### config.mk
export PLATFORM = sky130hd
export DESIGN_NAME = tvdec_i2c_regs
export DESIGN_NICKNAME = d
export VERILOG_FILES = /design/src/rtl/tvdec_i2c_pkg.sv /design/src/rtl/tvdec_i2c_sync.sv /design/src/rtl/tvdec_i2c_status.sv /design/src/rtl/tvdec_i2c_regfile.sv /design/src/rtl/tvdec_i2c_engine.sv /design/src/rtl/tvdec_i2c_regs.sv
export SDC_FILE = /design/constraint.sdc
export NUM_CORES = 1
export LEC_CHECK = 0
export BUFFER_PORTS_ARGS = -buffer_cell sky130_fd_sc_hd__buf_2
export CORE_ASPECT_RATIO = 1.75
export CORE_MARGIN = 2
export CORE_UTILIZATION = 40
export DETAILED_ROUTE_END_ITERATION = 6
export PLACE_DENSITY = 0.57
export SLEW_MARGIN = 25
export SYNTH_ARGS = -nofsm -noshare
export SYNTH_HDL_FRONTEND = slang
export SYNTH_HIERARCHICAL = 1
export SYNTH_SLANG_ARGS = --single-unit
### constraint.sdc
create_clock -name clk -period 2.95 [get_ports clk]
set_input_delay 0.295 -clock clk [delete_from_list [all_inputs] [get_ports clk]]
set_output_delay 0.295 -clock clk [all_outputs]
set_load 0.03 [all_outputs]
### src/rtl/tvdec_i2c_pkg.sv
package tvdec_i2c_pkg;

   localparam int BYTE_W  = 8;
   localparam int REG_CNT = 6;

   // status byte bit positions decoded by host software
   localparam int STB_POR    = 0;
   localparam int STB_STEREO = 1;
   localparam int STB_NOISE  = 6;
   localparam int STB_SAP    = 7;

   typedef enum logic [2:0] {
      PH_IDLE,
      PH_ADDR,
      PH_SUB,
      PH_WR,
      PH_RD,
      PH_SKIP
   } phase_e;

   // writable bits per register slot
   function automatic logic [BYTE_W-1:0] reg_mask(input int idx);
      case (idx)
         0:       return 8'hCF;
         1, 2:    return 8'h3F;
         3:       return 8'h1F;
         4, 5:    return 8'h3F;
         default: return 8'h00;
      endcase
   endfunction

   // value loaded on reset per register slot
   function automatic logic [BYTE_W-1:0] reg_reset(input int idx);
      case (idx)
         0:       return 8'h09;
         1, 2:    return 8'h1F;
         3:       return 8'h04;
         4, 5:    return 8'h3F;
         default: return 8'h00;
      endcase
   endfunction

endpackage

### src/rtl/tvdec_i2c_sync.sv
module tvdec_i2c_sync #(
   parameter int STAGES = 2
) (
   input  logic clk,
   input  logic rst_n,
   input  logic scl_i,
   input  logic sda_i,
   output logic sda_lvl,
   output logic scl_rise,
   output logic scl_fall,
   output logic start_det,
   output logic stop_det
);

   if (STAGES < 2) begin : g_bad_stages
      $error("tvdec_i2c_sync: STAGES must be at least 2");
   end

   logic [STAGES-1:0] scl_chain, sda_chain;
   logic              scl_q, sda_q;
   logic              scl_s, sda_s;

   assign scl_s = scl_chain[STAGES-1];
   assign sda_s = sda_chain[STAGES-1];

   // idle bus is high, so the chain resets to ones
   always_ff @(posedge clk or negedge rst_n) begin
      if (!rst_n) begin
         scl_chain <= '1;
         sda_chain <= '1;
         scl_q     <= 1'b1;
         sda_q     <= 1'b1;
      end else begin
         scl_chain <= {scl_chain[STAGES-2:0], scl_i};
         sda_chain <= {sda_chain[STAGES-2:0], sda_i};
         scl_q     <= scl_s;
         sda_q     <= sda_s;
      end
   end

   assign sda_lvl   = sda_s;
   assign scl_rise  = scl_s & ~scl_q;
   assign scl_fall  = ~scl_s & scl_q;
   assign start_det = scl_s & scl_q & sda_q & ~sda_s;
   assign stop_det  = scl_s & scl_q & ~sda_q & sda_s;

endmodule

### src/rtl/tvdec_i2c_status.sv
module tvdec_i2c_status
   import tvdec_i2c_pkg::*;
#(
   parameter int STAGES = 2
) (
   input  logic              clk,
   input  logic              rst_n,
   input  logic              det_stereo_i,
   input  logic              det_sap_i,
   input  logic              det_noise_i,
   input  logic              rd_done,
   output logic [BYTE_W-1:0] stat_byte,
   output logic              por_flag
);

   localparam int N_DET = 3;

   logic [N_DET-1:0] det_raw, det_s;

   assign det_raw = {det_noise_i, det_sap_i, det_stereo_i};

   for (genvar d = 0; d < N_DET; d++) begin : g_det
      logic [STAGES-1:0] chain;
      always_ff @(posedge clk or negedge rst_n) begin
         if (!rst_n) chain <= '0;
         else        chain <= {chain[STAGES-2:0], det_raw[d]};
      end
      assign det_s[d] = chain[STAGES-1];
   end

   always_ff @(posedge clk or negedge rst_n) begin
      if (!rst_n)       por_flag <= 1'b1;
      else if (rd_done) por_flag <= 1'b0;
   end

   always_comb begin
      stat_byte             = '0;
      stat_byte[STB_POR]    = por_flag;
      stat_byte[STB_STEREO] = det_s[0];
      stat_byte[STB_SAP]    = det_s[1];
      stat_byte[STB_NOISE]  = det_s[2];
   end

endmodule

### src/rtl/tvdec_i2c_regfile.sv
module tvdec_i2c_regfile
   import tvdec_i2c_pkg::*;
#(
   parameter int NUM_REGS = REG_CNT,
   parameter int AW       = 4
) (
   input  logic                       clk,
   input  logic                       rst_n,
   input  logic                       wr_en,
   input  logic [AW-1:0]              wr_idx,
   input  logic [BYTE_W-1:0]          wr_data,
   output logic [NUM_REGS*BYTE_W-1:0] regs_flat
);

   if (NUM_REGS > (1 << AW)) begin : g_bad_depth
      $error("tvdec_i2c_regfile: NUM_REGS exceeds sub-address space");
   end

   for (genvar i = 0; i < NUM_REGS; i++) begin : g_reg
      localparam logic [BYTE_W-1:0] MASK = reg_mask(i);
      localparam logic [BYTE_W-1:0] RSTV = reg_reset(i);
      logic [BYTE_W-1:0] q;
      always_ff @(posedge clk or negedge rst_n) begin
         if (!rst_n)                            q <= RSTV;
         else if (wr_en && wr_idx == AW'(i))    q <= wr_data & MASK;
      end
      assign regs_flat[i*BYTE_W +: BYTE_W] = q;
   end

endmodule

### src/rtl/tvdec_i2c_engine.sv
module tvdec_i2c_engine
   import tvdec_i2c_pkg::*;
#(
   parameter logic [6:0] DEV_ADDR = 7'h42,
   parameter int         AW       = 4
) (
   input  logic              clk,
   input  logic              rst_n,
   input  logic              sda_lvl,
   input  logic              scl_rise,
   input  logic              scl_fall,
   input  logic              start_det,
   input  logic              stop_det,
   input  logic [BYTE_W-1:0] stat_byte,
   output logic              sda_oe,
   output logic              wr_en,
   output logic [AW-1:0]     wr_idx,
   output logic [BYTE_W-1:0] wr_data,
   output logic              rd_done
);

   localparam logic [3:0] LAST_BIT = 4'd8;
   localparam logic [3:0] ACK_BIT  = 4'd9;

   phase_e            phase;
   logic [3:0]        bit_cnt;
   logic [BYTE_W-1:0] rx_sh, tx_sh;
   logic              oe_q, is_read, mst_nack;
   logic [AW-1:0]     ptr;
   logic              active, quiet;

   assign active = (phase != PH_IDLE) && (phase != PH_SKIP);
   assign quiet  = active && !start_det && !stop_det;

   always_ff @(posedge clk or negedge rst_n) begin
      if (!rst_n) begin
         phase    <= PH_IDLE;
         bit_cnt  <= '0;
         rx_sh    <= '0;
         tx_sh    <= '0;
         oe_q     <= 1'b0;
         is_read  <= 1'b0;
         mst_nack <= 1'b1;
         ptr      <= '0;
      end else if (stop_det) begin
         phase   <= PH_IDLE;
         bit_cnt <= '0;
         oe_q    <= 1'b0;
      end else if (start_det) begin
         phase   <= PH_ADDR;
         bit_cnt <= '0;
         oe_q    <= 1'b0;
      end else if (active) begin
         if (scl_rise) begin
            bit_cnt <= bit_cnt + 4'd1;
            if (bit_cnt < LAST_BIT) rx_sh <= {rx_sh[BYTE_W-2:0], sda_lvl};
            if (phase == PH_RD && bit_cnt == LAST_BIT) mst_nack <= sda_lvl;
         end else if (scl_fall) begin
            if (bit_cnt == LAST_BIT) begin
               // eight bits in: decide acknowledge
               case (phase)
                  PH_ADDR: begin
                     if (rx_sh[7:1] == DEV_ADDR) begin
                        oe_q    <= 1'b1;
                        is_read <= rx_sh[0];
                     end else begin
                        phase <= PH_SKIP;
                     end
                  end
                  PH_SUB: begin
                     ptr  <= rx_sh[AW-1:0];
                     oe_q <= 1'b1;
                  end
                  PH_WR: begin
                     ptr  <= ptr + 1'b1;
                     oe_q <= 1'b1;
                  end
                  default: oe_q <= 1'b0;
               endcase
            end else if (bit_cnt == ACK_BIT) begin
               // ninth clock over: open the next byte
               bit_cnt <= '0;
               oe_q    <= 1'b0;
               case (phase)
                  PH_ADDR: begin
                     if (is_read) begin
                        phase <= PH_RD;
                        oe_q  <= ~stat_byte[BYTE_W-1];
                        tx_sh <= {stat_byte[BYTE_W-2:0], 1'b0};
                     end else begin
                        phase <= PH_SUB;
                     end
                  end
                  PH_SUB: phase <= PH_WR;
                  PH_RD: begin
                     if (!mst_nack) begin
                        oe_q  <= ~stat_byte[BYTE_W-1];
                        tx_sh <= {stat_byte[BYTE_W-2:0], 1'b0};
                     end else begin
                        phase <= PH_SKIP;
                     end
                  end
                  default: ;
               endcase
            end else if (phase == PH_RD && bit_cnt != 4'd0) begin
               oe_q  <= ~tx_sh[BYTE_W-1];
               tx_sh <= {tx_sh[BYTE_W-2:0], 1'b0};
            end
         end
      end
   end

   assign sda_oe  = oe_q;
   assign wr_idx  = ptr;
   assign wr_data = rx_sh;
   assign wr_en   = quiet && scl_fall && phase == PH_WR && bit_cnt == LAST_BIT;
   assign rd_done = quiet && scl_rise && phase == PH_RD && bit_cnt == LAST_BIT;

endmodule

### src/rtl/tvdec_i2c_regs.sv
module tvdec_i2c_regs
   import tvdec_i2c_pkg::*;
#(
   parameter logic [6:0] DEV_ADDR    = 7'h42,
   parameter int         SYNC_STAGES = 2,
   parameter int         SUB_W       = 4
) (
   input  logic       clk,
   input  logic       rst_n,
   input  logic       scl_i,
   input  logic       sda_i,
   output logic       sda_oe_o,
   input  logic       det_stereo_i,
   input  logic       det_sap_i,
   input  logic       det_noise_i,
   output logic [3:0] lvl_adj_o,
   output logic       tst_dac_o,
   output logic       tst_mon_o,
   output logic [5:0] sep_hf_o,
   output logic [5:0] sep_wb_o,
   output logic       ext_sel_o,
   output logic       sap_sel_o,
   output logic       mono_force_o,
   output logic       unmute_o,
   output logic       sap_cond_o,
   output logic [5:0] vol_l_o,
   output logic [5:0] vol_r_o
);

   localparam int FLAT_W = REG_CNT * BYTE_W;

   if (SUB_W < 3 || SUB_W > BYTE_W) begin : g_bad_sub
      $error("tvdec_i2c_regs: SUB_W must lie in 3..8");
   end

   logic              sda_lvl, scl_rise, scl_fall, start_det, stop_det;
   logic [BYTE_W-1:0] stat_byte, wr_data;
   logic              por_flag, rd_done, wr_en;
   logic [SUB_W-1:0]  wr_idx;
   logic [FLAT_W-1:0] regs_flat;
   logic [BYTE_W-1:0] r0, r1, r2, r3, r4, r5;

   tvdec_i2c_sync #(.STAGES(SYNC_STAGES)) u_sync (
      .clk       (clk),
      .rst_n     (rst_n),
      .scl_i     (scl_i),
      .sda_i     (sda_i),
      .sda_lvl   (sda_lvl),
      .scl_rise  (scl_rise),
      .scl_fall  (scl_fall),
      .start_det (start_det),
      .stop_det  (stop_det)
   );

   tvdec_i2c_status #(.STAGES(SYNC_STAGES)) u_stat (
      .clk          (clk),
      .rst_n        (rst_n),
      .det_stereo_i (det_stereo_i),
      .det_sap_i    (det_sap_i),
      .det_noise_i  (det_noise_i),
      .rd_done      (rd_done),
      .stat_byte    (stat_byte),
      .por_flag     (por_flag)
   );

   tvdec_i2c_engine #(.DEV_ADDR(DEV_ADDR), .AW(SUB_W)) u_eng (
      .clk       (clk),
      .rst_n     (rst_n),
      .sda_lvl   (sda_lvl),
      .scl_rise  (scl_rise),
      .scl_fall  (scl_fall),
      .start_det (start_det),
      .stop_det  (stop_det),
      .stat_byte (stat_byte),
      .sda_oe    (sda_oe_o),
      .wr_en     (wr_en),
      .wr_idx    (wr_idx),
      .wr_data   (wr_data),
      .rd_done   (rd_done)
   );

   tvdec_i2c_regfile #(.NUM_REGS(REG_CNT), .AW(SUB_W)) u_rf (
      .clk       (clk),
      .rst_n     (rst_n),
      .wr_en     (wr_en),
      .wr_idx    (wr_idx),
      .wr_data   (wr_data),
      .regs_flat (regs_flat)
   );

   assign {r5, r4, r3, r2, r1, r0} = regs_flat;

   assign tst_dac_o    = r0[7];
   assign tst_mon_o    = r0[6];
   assign lvl_adj_o    = r0[3:0];
   assign sep_hf_o     = r1[5:0];
   assign sep_wb_o     = r2[5:0];
   assign ext_sel_o    = r3[4];
   assign sap_cond_o   = r3[3];
   assign unmute_o     = r3[2];
   assign sap_sel_o    = r3[1];
   assign mono_force_o = r3[0];
   assign vol_l_o      = r4[5:0];
   assign vol_r_o      = r5[5:0];

   logic unused_bits;
   assign unused_bits = ^{r0[5:4], r1[7:6], r2[7:6], r3[7:5], r4[7:6], r5[7:6]};

endmodule

==> results.json <==
{
  "clockBufferDepth": 2,
  "relSlewSlack": 0.547,
  "violations": "negative hold slack",
  "worstPathMaxFanout": 8,
  "power_switching_mw": 0.518,
  "avgSynthCellArea_um2": 13.2,
  "setup_viol": 0,
  "combinationalPowerShare": 0.044,
  "cts_made_buffers": 9,
  "cp.required_ns": 3.17,
  "htreeDepth": 3,
  "p_int_mw": 1.92,
  "slowest_stage": "dfstp_2",
  "critPathLaunchType": "flop",
  "use_met3": 0.0446,
  "crit_path_cell_trace": "and4b_1 > nor2_1 > nand2_1 > nor2_1 > nor3b_2 > and3b_1 > mux2_2",
  "period_share": 0.899,
  "root_buffer": "clkbuf_16",
  "stdcell_area_um2": 4150,
  "finalCriticalPeriod_ns": 2.65,
  "wl_per_cell_um": 15.9,
  "drt_iter0_markers": 67,
  "rsz0062_at_grt": "false",
  "post-route-util": 0.478,
  "dieArea_um2": 9680,
  "p_total_mw": 2.43,
  "tns_ns": 0,
  "cp.arrival_ns": 2.87,
  "grt_max_degree": 78,
  "setup_ws_ns": 0.297,
  "grt_pass1_vias": 2272,
  "track_usage": 0.161,
  "vdd_ir_drop_max_mv": 0.363,
  "die_x_um": 75.2,
  "cpMostUsedCell": "nor2_1",
  "row_count": 45,
  "clkTransAtPathRegs_ns": 0.06,
  "cts_resized": 0,
  "dpl.cell_count": 417,
  "grt_pass1_wl_mm": 11.5,
  "cpPeakStageDelay_ns": 0.55,
  "dp_slack_ns": 0.292,
  "grt_busiest_layer": "met2",
  "drtAntennaViolNets": 0,
  "power_frac_seq": 0.465,
  "vias": 2242,
  "drc": 0,
  "cts_tree": "yes",
  "placed_cell_area_um2": 3810,
  "coreArea_um2": 8670,
  "worstMarginPinSlew_ns": 0.680,
  "io_pins": 43,
  "dr.pass1.iters": 4,
  "overflow": 0,
  "routed_wl_mm": 6.89,
  "min_path_type": "primary input to async pin",
  "whs_ns": -0.0229,
  "die_h_um": 129,
  "post-dp-hpwl_mm": 4.77,
  "powerDensity_nw_per_um2": 587,
  "fmax_mhz": 377,
  "layout-drive-gt1-share": 0.516,
  "clk_latency_ns": 0.33,
  "p_clk_frac": 0.490,
  "grt_antenna_before_repair": 0,
  "swShare": 0.213,
  "grtUsageMet2": 0.278,
  "area_growth_pct": 16.7,
  "grt_use_met1": 0.184,
  "status": "finished with violations",
  "nNetsFinal": 322,
  "postCtsSetupBuffers": 0,
  "start_util": 0.410,
  "slew_viol_final": 0,
  "finalHoldViolCount": 18,
  "final_cells": 433,
  "finalClockSkew_ns": 0.00452,
  "drv_cap": 0,
  "cts_sinks": 77,
  "synth_warnings": 6,
  "vias_per_cell": 5.18,
  "p_leak_nw": 1.96,
  "gp_congestion": 0.872,
  "crit_type": "flop to flop",
  "mappedNetlistArea_um2": 3550,
  "ctsHoldBuffers": 0,
  "syn_inst": 270,
  "critPathCaptureType": "flop",
  "antennaDiodeCount": 0,
  "io_buffers": 42
}
[area by class of cell]
cell class / instances / area, um^2
clock buffers: 13 / 260
clock inverters: 3 / 67.6
fillers: 820 / 4520
inverters: 5 / 18.8
multi-input cells: 176 / 1470
flip-flops and latches: 77 / 1970
well taps: 117 / 146
repair buffers: 42 / 216
[layout by cell type, fill, tap and decap left out, types with 4 or more instances in the layout]
| cell | n |
|---|---|
| a21oi_1 | 6 |
| buf_2 | 41 |
| clkbuf_16 | 9 |
| conb_1 | 4 |
| dfrtp_1 | 44 |
| dfstp_2 | 33 |
| ha_1 | 4 |
| inv_1 | 5 |
| mux2_2 | 54 |
| mux2_4 | 6 |
| nand2_1 | 10 |
| nand3_1 | 7 |
| nor2_1 | 13 |
| nor2b_1 | 4 |
| nor3_1 | 9 |
| o21ai_0 | 11 |
[per-layer routing]
metal	vias up	part of all wire	wire, um
li1	1038	-	-
met1	1150	0.39	2680
met2	42	0.56	3840
met3	12	0.032	221
met4	0	0.022	149
met5	-	0	0
[worst paths after layout]
| kind | start | to | slack (ns) | depth (start not counted) |
|---|---|---|---|---|
| hold reg to reg | u_stat/g_det[2].chain[0] | u_stat/g_det[2].chain[1] | 0.35 | 0 |
| max in group asynchronous | rst_n | u_eng/tx_sh[3] | 2.50 | 1 |
| setup / recovery | u_sync/sda_chain[1] | u_rf/g_reg[2].q[5] | 0.30 | 7 |
| hold / removal | rst_n | u_eng/bit_cnt[3] | -0.02 | 1 |
| min in group clk | sda_i | u_sync/sda_chain[0] | 0.06 | 1 |
| setup reg to reg | u_sync/sda_chain[1] | u_rf/g_reg[2].q[5] | 0.30 | 7 |
[flip-flops by register name, summed over array words and instances (netlist names)]
signal / cells
u_rf/g.q: 35
u_eng/wr_data: 8
u_eng/tx_sh: 7
u_stat/g_det.chain: 6
u_eng/bit_cnt: 4
u_eng/wr_idx: 4
u_eng/phase: 3
u_sync/scl_chain: 2
u_sync/sda_chain: 2
u_eng/is_read: 1
u_eng/mst_nack: 1
u_eng/sda_oe: 1
u_stat/por_flag: 1
u_sync/scl_q: 1
u_sync/sda_q: 1
[power groups by stage]
stage	Clock, mW	Combinational (mW)	Sequential (mW)
finish	1.19	0.107	1.13
global route	1.27	0.123	1.14
CTS	1.23	0.110	1.13
detailed placement	0	0.109	1.15
global placement	0	0.108	1.15
floorplan	0	0.0846	1.12
[worst max-delay path: cells and delay by family (launching register included)]
family           cells  cell delay (ns)
DFF                  1             0.55
muxes                1             0.37
and+or+nand+nor      6             1.61
Note: power is estimated with default switching activity, not from simulation.
